### src/rtl/bib_pkg.sv
package bib_pkg;

    localparam int HOST_W = 8;
    localparam int DEV_W  = 16;
    localparam int OFS_W  = 4;
    localparam int REG_W  = 3;
    localparam int PAD_W  = DEV_W - HOST_W;

    localparam logic [OFS_W-1:0] OFS_HIGH = OFS_W'(8);
    localparam logic [OFS_W-1:0] OFS_CTL  = OFS_W'(14);
    localparam logic [OFS_W-1:0] CMD_SPAN = OFS_W'(8);
    localparam logic [REG_W-1:0] CTL_REG  = REG_W'(6);

    typedef enum logic [2:0] {
        K_NONE,
        K_DATA,
        K_CMD,
        K_CTL,
        K_HIGH
    } kind_e;

    typedef struct packed {
        kind_e             kind;
        logic [REG_W-1:0]  rsel;
    } target_t;

    typedef struct packed {
        logic              acc;
        logic              is_rd;
        logic              rd_done;
        kind_e             kind;
        logic [REG_W-1:0]  rsel;
        logic [DEV_W-1:0]  wdata;
    } dev_op_t;

    // Alternate map equals the default map applied to the offset with its end bits exchanged.
    function automatic logic [OFS_W-1:0] swap_ends(input logic [OFS_W-1:0] ofs);
        return {ofs[0], ofs[OFS_W-2:1], ofs[OFS_W-1]};
    endfunction

    function automatic target_t map_offset(input logic [OFS_W-1:0] ofs);
        target_t t;
        t.kind = K_NONE;
        t.rsel = '0;
        if (ofs == '0) begin
            t.kind = K_DATA;
        end else if (ofs < CMD_SPAN) begin
            t.kind = K_CMD;
            t.rsel = ofs[REG_W-1:0];
        end else if (ofs == OFS_HIGH) begin
            t.kind = K_HIGH;
        end else if (ofs == OFS_CTL) begin
            t.kind = K_CTL;
            t.rsel = CTL_REG;
        end
        return t;
    endfunction

    function automatic logic reaches_dev(input kind_e k);
        return (k == K_DATA) || (k == K_CMD) || (k == K_CTL);
    endfunction

endpackage

### src/rtl/bib_decode.sv
module bib_decode
    import bib_pkg::*;
#(
    parameter bit ALT_MAP = 1'b0
) (
    input  logic [OFS_W-1:0] ofs,
    output target_t          tgt
);

    logic [OFS_W-1:0] eff_ofs;

    generate
        if (ALT_MAP) begin : g_alt
            assign eff_ofs = swap_ends(ofs);
        end else begin : g_dflt
            assign eff_ofs = ofs;
        end
    endgenerate

    assign tgt = map_offset(eff_ofs);

endmodule

### src/rtl/bib_hold_reg.sv
module bib_hold_reg #(
    parameter int W = 8
) (
    input  logic         clk,
    input  logic         rst,
    input  logic         ld,
    input  logic [W-1:0] d,
    output logic [W-1:0] q
);

    always_ff @(posedge clk) begin
        if (rst) begin
            q <= '0;
        end else if (ld) begin
            q <= d;
        end
    end

endmodule

### src/rtl/bib_drive_stage.sv
module bib_drive_stage
    import bib_pkg::*;
(
    input  logic              clk,
    input  logic              rst,
    input  logic              host_rd,
    input  logic              host_wr,
    input  target_t           tgt,
    input  logic [HOST_W-1:0] host_wdata,
    input  logic [HOST_W-1:0] hi_out,
    output dev_op_t           op,
    output logic              dev_cs_cmd,
    output logic              dev_cs_ctl,
    output logic [REG_W-1:0]  dev_addr,
    output logic              dev_rd,
    output logic              dev_wr,
    output logic [DEV_W-1:0]  dev_wdata
);

    dev_op_t op_d;
    logic    wr_go;
    logic    is_dev;

    always_comb begin
        wr_go         = host_wr && !host_rd;
        is_dev        = reaches_dev(tgt.kind);
        op_d          = '0;
        op_d.acc      = (host_rd || wr_go) && is_dev;
        op_d.is_rd    = host_rd;
        op_d.rd_done  = host_rd;
        op_d.kind     = tgt.kind;
        op_d.rsel     = is_dev ? tgt.rsel : '0;
        if (wr_go && is_dev) begin
            op_d.wdata = {(tgt.kind == K_DATA) ? hi_out : {PAD_W{1'b0}}, host_wdata};
        end
    end

    always_ff @(posedge clk) begin
        if (rst) begin
            op <= '0;
        end else begin
            op <= op_d;
        end
    end

    assign dev_cs_cmd = op.acc && ((op.kind == K_DATA) || (op.kind == K_CMD));
    assign dev_cs_ctl = op.acc && (op.kind == K_CTL);
    assign dev_rd     = op.acc && op.is_rd;
    assign dev_wr     = op.acc && !op.is_rd;
    assign dev_addr   = op.acc ? op.rsel : '0;
    assign dev_wdata  = op.wdata;


    one_select_chk: assert property (@(posedge clk) disable iff (rst)
        (dev_rd || dev_wr) |-> ($onehot({dev_cs_cmd, dev_cs_ctl}) && $onehot({dev_rd, dev_wr})));


    idle_quiet_chk: assert property (@(posedge clk) disable iff (rst)
        !(dev_rd || dev_wr) |-> (!dev_cs_cmd && !dev_cs_ctl && dev_addr == '0 && dev_wdata == '0));

endmodule

### src/rtl/byte_ide_bridge.sv
module byte_ide_bridge
    import bib_pkg::*;
#(
    parameter bit ALT_MAP = 1'b0
) (
    input  logic        clk,
    input  logic        rst,
    input  logic [3:0]  host_ofs,
    input  logic        host_rd,
    input  logic        host_wr,
    input  logic [7:0]  host_wdata,
    output logic [7:0]  host_rdata,
    output logic        dev_cs_cmd,
    output logic        dev_cs_ctl,
    output logic [2:0]  dev_addr,
    output logic        dev_rd,
    output logic        dev_wr,
    output logic [15:0] dev_wdata,
    input  logic [15:0] dev_rdata
);

    target_t           tgt;
    dev_op_t           op;
    logic [HOST_W-1:0] hi_in_q;
    logic [HOST_W-1:0] hi_out_q;
    logic              ld_out;
    logic              ld_in;

    bib_decode #(.ALT_MAP(ALT_MAP)) u_decode (
        .ofs (host_ofs),
        .tgt (tgt)
    );

    assign ld_out = host_wr && !host_rd && (tgt.kind == K_HIGH);
    assign ld_in  = op.acc && op.is_rd && (op.kind == K_DATA);

    bib_hold_reg #(.W(HOST_W)) u_hi_out (
        .clk (clk),
        .rst (rst),
        .ld  (ld_out),
        .d   (host_wdata),
        .q   (hi_out_q)
    );

    bib_hold_reg #(.W(HOST_W)) u_hi_in (
        .clk (clk),
        .rst (rst),
        .ld  (ld_in),
        .d   (dev_rdata[DEV_W-1:HOST_W]),
        .q   (hi_in_q)
    );

    bib_drive_stage u_drive (
        .clk        (clk),
        .rst        (rst),
        .host_rd    (host_rd),
        .host_wr    (host_wr),
        .tgt        (tgt),
        .host_wdata (host_wdata),
        .hi_out     (hi_out_q),
        .op         (op),
        .dev_cs_cmd (dev_cs_cmd),
        .dev_cs_ctl (dev_cs_ctl),
        .dev_addr   (dev_addr),
        .dev_rd     (dev_rd),
        .dev_wr     (dev_wr),
        .dev_wdata  (dev_wdata)
    );

    always_ff @(posedge clk) begin
        if (rst) begin
            host_rdata <= '0;
        end else if (op.rd_done) begin
            case (op.kind)
                K_DATA, K_CMD, K_CTL: host_rdata <= dev_rdata[HOST_W-1:0];
                K_HIGH:               host_rdata <= hi_in_q;
                default:              host_rdata <= '0;
            endcase
        end
    end


    drive_follow_chk: assert property (@(posedge clk) disable iff (rst)
        (host_rd && reaches_dev(tgt.kind)) |=> (dev_rd && !dev_wr));


    high_wr_quiet_chk: assert property (@(posedge clk) disable iff (rst)
        (host_wr && !host_rd && tgt.kind == K_HIGH) |=> !(dev_rd || dev_wr));


    unmapped_quiet_chk: assert property (@(posedge clk) disable iff (rst)
        ((host_rd || host_wr) && tgt.kind == K_NONE) |=> !(dev_rd || dev_wr));


    latch_capture_chk: assert property (@(posedge clk) disable iff (rst)
        (dev_rd && dev_cs_cmd && dev_addr == '0) |=> (hi_in_q == $past(dev_rdata[DEV_W-1:HOST_W])));


    reset_idle_chk: assert property (@(posedge clk) disable iff (rst)
        $past(rst) |-> (host_rdata == '0 && !dev_rd && !dev_wr));

endmodule

### config.mk
export PLATFORM = sky130hd
export DESIGN_NAME = byte_ide_bridge
export DESIGN_NICKNAME = d
export VERILOG_FILES = /design/src/rtl/bib_pkg.sv /design/src/rtl/bib_decode.sv /design/src/rtl/bib_hold_reg.sv /design/src/rtl/bib_drive_stage.sv /design/src/rtl/byte_ide_bridge.sv
export SDC_FILE = /design/constraint.sdc
export NUM_CORES = 1
export LEC_CHECK = 0
export BUFFER_PORTS_ARGS = -buffer_cell sky130_fd_sc_hd__buf_2
export CAP_MARGIN = 20
export CORE_UTILIZATION = 50
export CTS_BUF_LIST = sky130_fd_sc_hd__clkbuf_4 sky130_fd_sc_hd__clkbuf_8 sky130_fd_sc_hd__clkbuf_16
export DETAILED_ROUTE_END_ITERATION = 7
export HOLD_SLACK_MARGIN = 0.15
export MAX_ROUTING_LAYER = met4
export PLACE_DENSITY = 0.82
export SLEW_MARGIN = 10
export SYNTH_ARGS = -nofsm -noshare
export SYNTH_HDL_FRONTEND = slang
export SYNTH_SLANG_ARGS = --single-unit
### constraint.sdc
create_clock -name clk -period 1.5 [get_ports clk]
set_input_delay 0.15 -clock clk [delete_from_list [all_inputs] [get_ports clk]]
set_output_delay 0.15 -clock clk [all_outputs]
set_load 0.01 [all_outputs]
==> impl_metrics.py <==
metrics = {
    "sta": {
        "max_freq_ghz": 0.722,
        "layout_setup_ws_ps": 116,
        "rsz_0062_raised_after_global_routing": "false",
        "summed_negative_setup_slack_over_all_endpoints_ps": 0,
        "worst-slew-pin-transition_ps": 461,
        "timing_max_transition_violations_final": 0,
        "setup_viol_count_final": 0,
        "slew_headroom_pct": 69.1,
        "clock_skew_ps": 6.64,
        "timing_hold_violations_final": 0,
        "post-route-period-util_pct": 92.3,
        "finalWorstPathRequiredPeriod_ps": 1380,
    },
    "power": {
        "total_power_mw": 2.38,
        "ir_worst_vdd_mv": 0.685,
        "power.density_mw_per_mm2": 934,
        "static_leak_nw": 1.10,
    },
    "placement": {
        "place.port_buffers": 62,
        "detailed_place_hpwl_mm": 2.52,
        "placement.setup.worst_slack_ps": 128,
        "finalWeightedCongestion": 0.865,
    },
    "global_route": {
        "global_route.usage.total_pct": 20.0,
        "grt_pass1_vias": 1422,
        "antenna_found_initial": 0,
        "grt_first_pass_wirelength_mm": 6.18,
        "grt_start_max_net_pins": 20,
        "global_route.overflow_total": 0,
    },
    "routing": {
        "firstDrtPassIters": 4,
        "wire_per_inst_um": 12.2,
        "drt-vias-per-instance": 4.82,
        "drc_errors": 0,
        "final_antenna_net_count": 0,
        "num_vias": 1510,
        "drt-initial-drc-count": 74,
        "routed_wl_mm": 3.83,
    },
    "synth": {
        "synth_cell_types": 24,
        "mappedNetlistArea_mm2": 0.00196,
        "sequential_cell_area_fraction_in_the_yosys_report_pct": 49.0,
        "synth-warning-count": 0,
        "synth.net_count": 224,
        "synth_seq_cells": 48,
        "mean_area_per_synthesized_cell_um2": 10.2,
        "synthesis.instances": 192,
    },
    "floorplanning": {
        "die_area_mm2": 0.00418,
        "die_width_um": 64.6,
        "die_height_um": 64.6,
        "row_count": 22,
        "fp.coreArea_mm2": 0.00372,
        "initial_core_utilization_pct": 52.8,
        "design.portCount": 63,
    },
    "worst_setup_path": {
        "worstSetupEndpointType": "flip-flop",
        "worst-endpoint-required_ps": 1730,
        "timing_worst_setup_path_type": "input pin to flip-flop",
        "crit_end": "u_drive.dev_wdata[9]",
        "r2r-end": "host_rdata[1]",
        "regToRegSetupSlack_ps": 230,
        "timing.rr.start": "u_drive.op[19]",
        "cp_max_fo": 8,
        "ff2ff_path_depth": 3,
        "crit_arrival_ps": 1620,
        "crit_start": "host_rd",
        "worstSetupStartpointType": "input pin",
    },
    "cts": {
        "clkTransAtPathRegs_ps": 80,
        "post_cts_buffers": 0,
        "tritoncts": "built",
        "root_buffer": "sky130_fd_sc_hd__clkbuf_8",
        "cts.htree.levels": 2,
        "cts_sinks": 48,
        "worstSkewPairLatency_ps": 290,
        "tritoncts.num_buffers": 5,
        "cts-root-to-sink-buffers": 2,
    },
    "cells_and_area": {
        "n_antenna_cell": 0,
        "postLayoutCoreUtil_pct": 68.6,
        "share_of_final_layout_standard_cells_stronger_than_drive_strength_1_pct": 31.3,
        "layout-area-overhead-vs-synth_pct": 29.8,
        "layout.nets": 296,
    },
    "run": {
        "maxCapViolations": 0,
    },
    "outcome": {
        "status": "completed",
    },
    "worst_hold_path": {
        "hold_class": "input pin to flip-flop",
    },
}
==> metal layers <==
layer	global-route usage [%]	vias up	part of all wire, %
met2	34.5	50	49
met1	21.6	688	44
li1	-	768	-
met3	6.34	4	5.8
met4	6.67	0	0.86
met5	-	-	0
==> flip-flops by register name, indices dropped and copies added (netlist names) <==
name	count
u_drive.dev_wdata	16
u_hi_in.q	8
host_rdata	8
u_drive.op	8
u_hi_out.q	8
==> timing repair <==
| action | CTS | global route |
|---|---|---|
| setup endpoints to repair | 0 | 6 |
| gates resized for setup | 0 | 2 |
| hold buffers | 22 | 0 |
| hold endpoints to repair | 30 | 0 |
==> how the worst min path moves through the flow <==
stage,cells after the start,slack [ps],endpoint,from
2_1_floorplan,1,230,u_drive.op[16],host_ofs[3]
3_3_place_gp,2,370,u_drive.op[19],host_ofs[0]
3_5_place_dp,2,370,u_drive.dev_wdata[2],host_wdata[2]
4_1_cts,3,160,u_drive.op[19],host_ofs[1]
5_1_grt,2,160,u_drive.op[16],host_ofs[0]
6_report,2,170,u_drive.op[16],host_ofs[0]
==> through the flow <==
stage	cells	hold slack [ps]	area [µm²]
final	313	169	2550
after global routing	313	157	2550
after CTS	313	155	2540
after detailed placement	283	372	2220
after global placement	283	370	2220
after floorplan	192	226	1960
==> critical path, stage by stage <==
cell and delay (ps):
sky130_fd_sc_hd__dlygate4sd3_1 540, sky130_fd_sc_hd__buf_2 140, sky130_fd_sc_hd__nand2b_2 240, sky130_fd_sc_hd__nor4_2 230
sky130_fd_sc_hd__buf_4 190, sky130_fd_sc_hd__and2_1 130
==> cells in the final DEF (no fill, tap or decap), types with 2 or more instances in the layout <==
cell type and count:
sky130_fd_sc_hd__nor3b_1 3, sky130_fd_sc_hd__or3_1 2, sky130_fd_sc_hd__and2_1 22, sky130_fd_sc_hd__nor2b_1 2, sky130_fd_sc_hd__o21a_1 2, sky130_fd_sc_hd__buf_4 6
sky130_fd_sc_hd__nand2b_1 32, sky130_fd_sc_hd__dlygate4sd3_1 22, sky130_fd_sc_hd__nand3b_1 2, sky130_fd_sc_hd__mux2i_1 16, sky130_fd_sc_hd__a22oi_1 8, sky130_fd_sc_hd__a211oi_1 9
sky130_fd_sc_hd__buf_2 62, sky130_fd_sc_hd__dfxtp_1 48, sky130_fd_sc_hd__clkbuf_4 2, sky130_fd_sc_hd__clkbuf_8 6, sky130_fd_sc_hd__nor2_1 10
==> report_power, final <==
| group | total, mW | switching, mW | leakage [nW] | internal (mW) |
|---|---|---|---|---|
| Combinational | 0.255 | 0.113 | 0.660 | 0.143 |
| Clock | 0.806 | 0.394 | 0.0523 | 0.413 |
| Sequential | 1.32 | 0.0151 | 0.390 | 1.30 |
| Total | 2.38 | 0.521 | 1.10 | 1.86 |
==> final cells by class <==
cell class                 count  area (µm²)
clock buffer                   8        97.6
sequential                    48         961
tap                           48        60.1
multi-input combinational    118         850
inverter                       1        3.75
fill                         314        1170
timing repair buffer          90         576
==> cells by family (layout without fill, tap and decap cells) <==
logic type      after synthesis  in the layout  synth area share [%]
buf+inv                      26             99                  8.10
mux                          16             16                  8.16
compound gates               22             22                  8.42
xor+xnor                      1              1                 0.447
flops                        48             48                  49.0
simple gates                 79             79                  25.9
==> synthesized netlist by cell type <==
| library cell | n | share of area [%] |
|---|---|---|
| sky130_fd_sc_hd__buf_4 | 16 | 6.1 |
| sky130_fd_sc_hd__a22oi_1 | 8 | 3.1 |
| sky130_fd_sc_hd__nor2b_1 | 2 | 0.64 |
| sky130_fd_sc_hd__mux2i_1 | 16 | 8.2 |
| sky130_fd_sc_hd__nor2_8 | 1 | 1.0 |
| sky130_fd_sc_hd__nand3_1 | 1 | 0.25 |
| sky130_fd_sc_hd__clkbuf_1 | 8 | 1.5 |
| sky130_fd_sc_hd__nand2b_1 | 33 | 11 |
| sky130_fd_sc_hd__inv_1 | 1 | 0.19 |
| sky130_fd_sc_hd__nor4_2 | 1 | 0.64 |
| sky130_fd_sc_hd__o21ba_2 | 1 | 0.51 |
| sky130_fd_sc_hd__dfxtp_1 | 48 | 49 |
| sky130_fd_sc_hd__buf_2 | 1 | 0.25 |
| sky130_fd_sc_hd__xnor2_1 | 1 | 0.45 |
| sky130_fd_sc_hd__or3_1 | 2 | 0.64 |
| sky130_fd_sc_hd__a21oi_1 | 1 | 0.25 |
| sky130_fd_sc_hd__o21a_1 | 2 | 0.77 |
| sky130_fd_sc_hd__nor3b_2 | 1 | 0.64 |
| sky130_fd_sc_hd__nand3b_1 | 2 | 0.77 |
| sky130_fd_sc_hd__a211oi_1 | 10 | 3.8 |
| sky130_fd_sc_hd__and2_1 | 22 | 7.0 |
| sky130_fd_sc_hd__nor3b_1 | 3 | 1.1 |
| sky130_fd_sc_hd__nor2_1 | 10 | 1.9 |
| sky130_fd_sc_hd__or4b_4 | 1 | 0.70 |
Power figures use the tool's default switching activity.
